File: config.mk
export PLATFORM = sky130hd
export DESIGN_NAME = acc_alu
export DESIGN_NICKNAME = d
export VERILOG_FILES = /design/src/rtl/acc_alu_pkg.sv /design/src/rtl/alu_arith.sv /design/src/rtl/alu_logic.sv /design/src/rtl/acc_flag_reg.sv /design/src/rtl/acc_alu.sv
export SDC_FILE = /design/constraint.sdc
export NUM_CORES = 1
export LEC_CHECK = 0
export BUFFER_PORTS_ARGS = -buffer_cell sky130_fd_sc_hd__buf_2
export CAP_MARGIN = 20
export CORE_UTILIZATION = 29
export DETAILED_ROUTE_END_ITERATION = 10
export PLACE_DENSITY = 0.57
export SLEW_MARGIN = 20
export SYNTH_ARGS = -nofsm -noshare
export SYNTH_HDL_FRONTEND = slang
export SYNTH_HIERARCHICAL = 1
export SYNTH_SLANG_ARGS = --single-unit
File: constraint.sdc
create_clock -name clk -period 4.8 [get_ports clk]
set_input_delay 0.72 -clock clk [delete_from_list [all_inputs] [get_ports clk]]
set_output_delay 0.72 -clock clk [all_outputs]
set_load 0.005 [all_outputs]
File: src/rtl/acc_alu_pkg.sv
package acc_alu_pkg;

  typedef enum logic [3:0] {
    OP_ADD = 4'd0,
    OP_ADC = 4'd1,
    OP_SUB = 4'd2,
    OP_SBB = 4'd3,
    OP_AND = 4'd4,
    OP_OR  = 4'd5,
    OP_XOR = 4'd6,
    OP_CMP = 4'd7,
    OP_RLC = 4'd8,
    OP_RRC = 4'd9,
    OP_RAL = 4'd10,
    OP_RAR = 4'd11
  } alu_op_e;

  localparam int FLAG_W = 8;
  localparam int FB_S   = 7;
  localparam int FB_Z   = 6;
  localparam int FB_AC  = 4;
  localparam int FB_P   = 2;
  localparam int FB_CY  = 0;
  localparam logic [FLAG_W-1:0] FLAG_MASK = 8'hD5;

  typedef struct packed {
    logic s;
    logic z;
    logic ac;
    logic p;
    logic cy;
  } flags_t;

  function automatic logic [FLAG_W-1:0] pack_flags(input flags_t f);
    logic [FLAG_W-1:0] b;
    b        = '0;
    b[FB_S]  = f.s;
    b[FB_Z]  = f.z;
    b[FB_AC] = f.ac;
    b[FB_P]  = f.p;
    b[FB_CY] = f.cy;
    return b;
  endfunction

  function automatic flags_t unpack_flags(input logic [FLAG_W-1:0] b);
    flags_t f;
    f.s  = b[FB_S];
    f.z  = b[FB_Z];
    f.ac = b[FB_AC];
    f.p  = b[FB_P];
    f.cy = b[FB_CY];
    return f;
  endfunction

endpackage

File: src/rtl/alu_arith.sv
module alu_arith #(
  parameter int DATA_W = 8
) (
  input  logic [DATA_W-1:0] a,
  input  logic [DATA_W-1:0] b,
  input  logic              cin,
  input  logic              sub,
  output logic [DATA_W-1:0] res,
  output logic              carry,
  output logic              half
);
  localparam int HALF_W = DATA_W / 2;

  function automatic logic [DATA_W:0] wide_sum(
    input logic [DATA_W-1:0] x, input logic [DATA_W-1:0] y,
    input logic c, input logic minus);
    logic [DATA_W:0] xe, ye, ce;
    xe = {1'b0, x};
    ye = {1'b0, y};
    ce = {{DATA_W{1'b0}}, c};
    return minus ? (xe - ye - ce) : (xe + ye + ce);
  endfunction

  function automatic logic [HALF_W:0] nib_sum(
    input logic [HALF_W-1:0] x, input logic [HALF_W-1:0] y,
    input logic c, input logic minus);
    logic [HALF_W:0] xe, ye, ce;
    xe = {1'b0, x};
    ye = {1'b0, y};
    ce = {{HALF_W{1'b0}}, c};
    return minus ? (xe - ye - ce) : (xe + ye + ce);
  endfunction

  logic [DATA_W:0] full_w;
  logic [HALF_W:0] low_w;

  always_comb begin
    full_w = wide_sum(a, b, cin, sub);
    low_w  = nib_sum(a[HALF_W-1:0], b[HALF_W-1:0], cin, sub);
    res    = full_w[DATA_W-1:0];
    carry  = full_w[DATA_W];
    half   = low_w[HALF_W];
  end
endmodule

File: src/rtl/alu_logic.sv
module alu_logic
  import acc_alu_pkg::*;
#(
  parameter int DATA_W = 8
) (
  input  alu_op_e           op,
  input  logic [DATA_W-1:0] a,
  input  logic [DATA_W-1:0] b,
  input  logic              cin,
  output logic [DATA_W-1:0] res,
  output logic              cout
);
  always_comb begin
    res  = a;
    cout = cin;
    unique case (op)
      OP_AND: begin res = a & b; cout = 1'b0; end
      OP_OR:  begin res = a | b; cout = 1'b0; end
      OP_XOR: begin res = a ^ b; cout = 1'b0; end
      OP_RLC: begin res = {a[DATA_W-2:0], a[DATA_W-1]}; cout = a[DATA_W-1]; end
      OP_RRC: begin res = {a[0], a[DATA_W-1:1]};        cout = a[0];        end
      OP_RAL: begin res = {a[DATA_W-2:0], cin};         cout = a[DATA_W-1]; end
      OP_RAR: begin res = {cin, a[DATA_W-1:1]};         cout = a[0];        end
      default: begin res = a; cout = cin; end
    endcase
  end
endmodule

File: src/rtl/acc_flag_reg.sv
module acc_flag_reg
  import acc_alu_pkg::*;
#(
  parameter int DATA_W = 8
) (
  input  logic              clk,
  input  logic              rst_n,
  input  logic              acc_we,
  input  logic [DATA_W-1:0] acc_d,
  input  logic              flag_we,
  input  logic [FLAG_W-1:0] flag_d,
  input  logic              flag_ld,
  input  logic [FLAG_W-1:0] flag_in,
  output logic [DATA_W-1:0] acc_q,
  output logic [FLAG_W-1:0] flag_q
);
  always_ff @(posedge clk) begin
    if (!rst_n) begin
      acc_q  <= '0;
      flag_q <= '0;
    end else begin
      if (acc_we)       acc_q  <= acc_d;
      if (flag_ld)      flag_q <= flag_in & FLAG_MASK;
      else if (flag_we) flag_q <= flag_d & FLAG_MASK;
    end
  end
endmodule

File: src/rtl/acc_alu.sv
module acc_alu
  import acc_alu_pkg::*;
#(
  parameter int DATA_W = 8
) (
  input  logic              clk,
  input  logic              rst_n,
  input  logic              exec,
  input  logic [3:0]        op,
  input  logic [DATA_W-1:0] operand,
  input  logic              flag_ld,
  input  logic [7:0]        flag_in,
  output logic [DATA_W-1:0] acc_q,
  output logic [7:0]        flag_q
);
  alu_op_e op_e;
  flags_t  cur_f, nxt_f;

  logic op_arith, op_sub, op_logic, op_rot, op_cmp, op_valid;
  logic use_cin;
  logic [DATA_W-1:0] arith_res, logic_res, result;
  logic arith_cy, arith_ac, logic_cy;
  logic acc_we, flag_we;
  logic [7:0] flag_d;

  assign op_e  = alu_op_e'(op);
  assign cur_f = unpack_flags(flag_q);

  always_comb begin
    op_arith = 1'b0; op_sub = 1'b0; op_logic = 1'b0;
    op_rot   = 1'b0; op_cmp = 1'b0; use_cin  = 1'b0;
    case (op_e)
      OP_ADD: op_arith = 1'b1;
      OP_ADC: begin op_arith = 1'b1; use_cin = 1'b1; end
      OP_SUB: begin op_arith = 1'b1; op_sub = 1'b1; end
      OP_SBB: begin op_arith = 1'b1; op_sub = 1'b1; use_cin = 1'b1; end
      OP_CMP: begin op_arith = 1'b1; op_sub = 1'b1; op_cmp = 1'b1; end
      OP_AND, OP_OR, OP_XOR: op_logic = 1'b1;
      OP_RLC, OP_RRC, OP_RAL, OP_RAR: op_rot = 1'b1;
      default: ;
    endcase
  end
  assign op_valid = op_arith | op_logic | op_rot;

  alu_arith #(.DATA_W(DATA_W)) u_arith (
    .a(acc_q), .b(operand), .cin(use_cin & cur_f.cy), .sub(op_sub),
    .res(arith_res), .carry(arith_cy), .half(arith_ac)
  );

  alu_logic #(.DATA_W(DATA_W)) u_logic (
    .op(op_e), .a(acc_q), .b(operand), .cin(cur_f.cy),
    .res(logic_res), .cout(logic_cy)
  );

  assign result = op_arith ? arith_res : logic_res;

  always_comb begin
    nxt_f = cur_f;
    if (op_rot) begin
      nxt_f.cy = logic_cy;
    end else begin
      nxt_f.s  = result[DATA_W-1];
      nxt_f.z  = (result == '0);
      nxt_f.p  = ~^result;
      nxt_f.ac = op_arith ? arith_ac : 1'b0;
      nxt_f.cy = op_arith ? arith_cy : logic_cy;
    end
  end

  assign acc_we  = exec & op_valid & ~op_cmp;
  assign flag_we = exec & op_valid;
  assign flag_d  = pack_flags(nxt_f);

  acc_flag_reg #(.DATA_W(DATA_W)) u_regs (
    .clk(clk), .rst_n(rst_n),
    .acc_we(acc_we), .acc_d(result),
    .flag_we(flag_we), .flag_d(flag_d),
    .flag_ld(flag_ld), .flag_in(flag_in),
    .acc_q(acc_q), .flag_q(flag_q)
  );
endmodule

======== Word level (Yosys, flattened, before mapping) ========
Cells that the tools add are included.
W data, S select, Z words.
word-level totals
  register bits ........................... 13
  input port bits ......................... 24
  output and inout port bits .............. 16
  logic and storage cells ................. 61
cells by class
  add/sub/neg operators ................... 8
  equality and inequality tests ........... 12
  mux-type cells .......................... 17
  bitwise logic cells ..................... 9
  reductions and logical operators ........ 12
operators by type and width
  cell                  count
  $pmux W8 S7           1
  $mux W8               3
  $eq A4 B3 Y1 const B  4
  $eq A4 B4 Y1 const B  4
  $add A8 B8 Y9         1
  $add A9 B1 Y9         1
  $mux W1               9
  $mux W9               1
  $sub A8 B8 Y9         1
  $sub A9 B1 Y9         1
  $and A8 B8 Y8         1
  $eq A4 B2 Y1 const B  2
  $logic_not A8 Y1      1
  $or A8 B8 Y8          1
  $reduce_xnor A8 Y1    1
  $xor A8 B8 Y8         1
  $reduce_or A2 Y1      3
  $reduce_or A3 Y1      2
  $add A4 B4 Y5         1
  $add A5 B1 Y5         1
  $mux W5               1
  $reduce_or A5 Y1      1
  $sub A4 B4 Y5         1
  $sub A5 B1 Y5         1
  other kinds (11)      14

======== Logic depth before layout (Yosys ltp) ========
  depth in word-level cells ............... 11
  mapped depth ............................ 18
  gate-level depth less buffers ........... 17

======== Hierarchy ========
Netlist, hierarchy kept.
by module, submodules not included
  module        times used  cells each  area each (um2)  sequential area each (um2)
  alu_arith     1           124         927.1            0.0
  alu_logic     1           108         734.5            0.0
  acc_flag_reg  1           51          566.8            260.2
  acc_alu       1           45          422.9            0.0

======== Worst setup path before layout ========
OpenSTA, ideal clock, no wires.
  path type ............................... input to register
  start ................................... input op[3]
  end ..................................... register u_regs.flag_q[2]
  setup time .............................. 116 ps
  arrival time ............................ 4032 ps
  data required time ...................... 4684 ps
  path slack .............................. 652 ps
  stages .................................. 16
  path buffers ............................ 1
  cell sequence ........................... buf_2 nor4bb_1 inv_1 fa_1 nor2_1 a221oi_2 o41ai_1 mux2_1 a211o_1 mux2i_1 ha_1 xor2_1 xnor2_1 o21ai_0 mux2_1 o211a_1
on the way
  word-level cells in the longest chain between the ends .. 11
  elaborated cells on any way between the ends .. 38
  classes of those cells .................. 2 x add/sub; 12 x eq/ne; 11 x mux; 4 x bitwise; 9 x reduce/logical
ends and longest elaborated chain
  item                                            line                source
  start: declaration                              acc_alu.sv:9        input logic [3:0] op,
  $eq A4 B2 Y1 or $eq A4 B1 Y1 (tied branches)    acc_alu.sv:32       case (op_e)
  $reduce_or A2 Y1 (no line)                      -
  $mux W1                                         acc_alu.sv:32
  $and A1 B1 Y1                                   acc_alu.sv:46       .a(acc_q), .b(operand), .cin(use_cin & cur_f.cy), .sub(op_sub),
  $add A9 B1 Y9 or $sub A9 B1 Y9 (tied branches)  alu_arith.sv:21     return minus ? (xe - ye - ce) : (xe + ye + ce);
  $mux W9 *                                       alu_arith.sv:21
  net arith_res[7]                                acc_alu.sv:21       logic [DATA_W-1:0] arith_res, logic_res, result;
  $mux W8 *                                       acc_alu.sv:55       assign result = op_arith ? arith_res : logic_res;
  $reduce_xnor A8 Y1 *                            acc_alu.sv:64       nxt_f.p = ~^result;
  $mux W4 *                                       acc_alu.sv:59       if (op_rot) begin
  net flag_d[2]                                   acc_alu.sv:24       logic [7:0] flag_d;
  $mux W8 *                                       acc_flag_reg.sv:24  else if (flag_we) flag_q <= flag_d & FLAG_MASK;
  $mux W8 *                                       acc_flag_reg.sv:23  if (flag_ld) flag_q <= flag_in & FLAG_MASK;
  end signal: assignment                          acc_flag_reg.sv:23
  end signal: assignment                          acc_flag_reg.sv:24
  end: declaration                                acc_flag_reg.sv:15  output logic [FLAG_W-1:0] flag_q
The timed path passes the listed nets; every way through them passes the cells marked *. The select of a mux whose other input is x is not followed.
A chain may end at the register's enable or synchronous reset.

======== Final worst setup path ========
  start ................................... input op[2]
  end ..................................... register u_regs.flag_q[2]
The elaborated chain is that of the path after synthesis.

==> results.cfg <==
[drt]
drc_errors = 0
detail_route.first_pass.iterations = 5
routed_wl_um = 6230
route.vias.total = 2298
initialDrtViolationCount = 105
via_per_inst = 4.94
routed_wire_length_per_instance_um = 13.4
ant_nets = 0

[setup_path]
setup.worst_path.start_class = primary input
crit_type = in -> reg
critPathMostFrequentCell = sky130_fd_sc_hd__mux2_1
critPathMaxFanout = 4
ff2ff_setup_slack_ns = 0.73
reg2regPathDepth = 16
cp.required_ns = 4.93
timing.critical_path.arrival_ns = 4.30
total_buffers_and_inverters_traversed_by_the_critical_path = 3
crit-reg2reg-launch = u_regs/flag_q[0]
crit_chain = buf_2 > nor4bb_1 > buf_4 > inv_1 > fa_1 > nor2_1 > a221oi_2 > o41ai_1 > mux2_1 > a211o_1 > mux2i_1 > ha_1 > xor2_1 > xnor2_1 > o21ai_0 > mux2_1 > o211a_1
slowest_delay_ns = 0.37
critical_path.reg2reg.endpoint = u_regs/flag_q[2]
library_cell_contributing_the_largest_single_delay_on_the_critical_path = sky130_fd_sc_hd__fa_1
end_kind = register
critical-path-top-delay-family = compound AO/OA/AOI/OAI gates

[place]
dp_hpwl_um = 5150
dpl.cell_count = 461
pre_cts_ws_ns = 0.367
gp_congestion = 0.793
place.port_buffers = 33

[timing]
layout_worst_path_cycle_share_pct = 87.0
fin_setup_tns_ns = 0
grt_setup_unrepaired = no
timing.final.crit_period_ns = 4.17
hold_ws_ns = 0.610
final-hold-violation-count = 0
setup_viol = 0
final.setup.worst_slack_ns = 0.626
relSlewSlack_pct = 49.7
maxClockFrequency_mhz = 240
final_count_of_pins_violating_max_slew = 0
setup_skew_after_layout_ns = 0.00249
tightestPinTransition_ns = 0.747

[die]
die_w_um = 97.6
placement_rows = 34
floorplan.die_area_um2 = 9520
floorplan.io_pins = 40
initial_utilization_pct = 30.2
core_area_um2 = 8760
die-height_um = 97.6

[layout]
share_of_final_layout_standard_cells_stronger_than_drive_strength_1_pct = 17.1
area.growth.synth_to_final_pct = 11.5
final_net_count = 427
layout.core_utilization_pct = 33.7
insertedDiodeCount = 0
instances_no_fill = 465

[run]
max-cap-violations = 0

[global_routing]
grt.overflow.total = 0
grt_first_pass_wirelength_um = 10500
initial_antenna_violation_count = 0
largest_net_degree_at_the_start_of_global_routing = 25
globalRouteTotalUtil_pct = 13.1
grt_pass1_vias = 2262

[clocking]
cts_tree = done
tritoncts_num_sinks = 13
numCtsBuffers = 3
clock_insertion_delay_worst_skew_ns = 0.24
post-cts-setup-buffer-count = 0
clock_tree.root_cell = sky130_fd_sc_hd__clkbuf_8
number_of_buffers_inserted_by_hold_repair_at_cts = 0
max-clock-path-buffers = 2
post_cts_resize_count = 0
clk_pin_slew_ns = 0.05
htree_num_levels = 1

[yosys]
avgSynthCellArea_um2 = 8.10
post_synth_inst_count = 327
ys_warn_count = 6
mappedNetlistArea_um2 = 2650

[min_path]
holdPathEnd = u_regs/flag_q[7]
holdCritStartpoint = u_regs/flag_q[7]
worst_hold_path.num_cells = 2
min_path_type = reg -> reg

[power_and_ir_drop]
ir_worst_vdd_v = 0.000184
p_leak_nw = 1.41
power_density_nw_per_um2 = 207

[status]
status = completed
==> registers in the layout, indices dropped and copies added (netlist names) <==
register and flops:
u_regs/flag_q 5, u_regs/acc_q 8
==> tightest hold or removal path: stages, from the launching register on <==
cell,delay (ns)
sky130_fd_sc_hd__dfxtp_1,0.34
sky130_fd_sc_hd__mux2_1,0.13
sky130_fd_sc_hd__o211a_1,0.12
==> per-stage QoR <==
stage	cell area, um^2	power [mW]
final	2950	0.612
after global routing	2950	0.676
after CTS	2950	0.619
after detailed placement	2910	0.518
after global placement	2910	0.512
after floorplan	2660	0.426
==> how the worst max path moves through the flow <==
stage                       end  cells after the start  startpoint  slack [ns]
6_report       u_regs/flag_q[2]                     17       op[2]        0.63
5_1_grt        u_regs/flag_q[2]                     18       op[2]        0.32
4_1_cts        u_regs/flag_q[2]                     17       op[2]        0.60
3_5_place_dp   u_regs/flag_q[2]                     17       op[2]        0.37
3_3_place_gp   u_regs/flag_q[2]                     17       op[2]        0.42
2_1_floorplan  u_regs/flag_q[2]                     16       op[3]        0.65
==> cells in the final DEF (no fill, tap or decap), drive strengths merged, types with 5 or more instances in the layout <==
master   n
nand2   11
xnor2   13
nor2b   13
o21ai    9
nor2    23
dfxtp   13
mux2i   27
inv     46
a221oi   8
mux2    16
o211a    5
a21oi   24
nor3     5
buf     41
ha      41
nand2b   8
==> per-layer routing <==
layer	share of wire [%]	global-route usage (%)	vias to the layer above
met3	2.8	0.791	2
met5	0	0	-
li1	-	-	1197
met1	49	17.6	1052
met2	47	23.6	47
met4	0.24	1.47	0
==> final cells by class <==
cell class	count	area (um^2)
Fill cell	945	5810
Multi-Input combinational cell	253	2110
Sequential cell	13	260
Timing Repair Buffer	41	225
Inverter	46	173
Tap cell	108	135
Clock buffer	4	45.0
==> where the power goes <==
part	leakage [nW]	internal [mW]	switching, mW
Clock	0.0228	0.0585	0.0368
Combinational	1.28	0.178	0.202
Sequential	0.107	0.118	0.0192
Total	1.41	0.354	0.258
(Power assumes the default switching activity.)
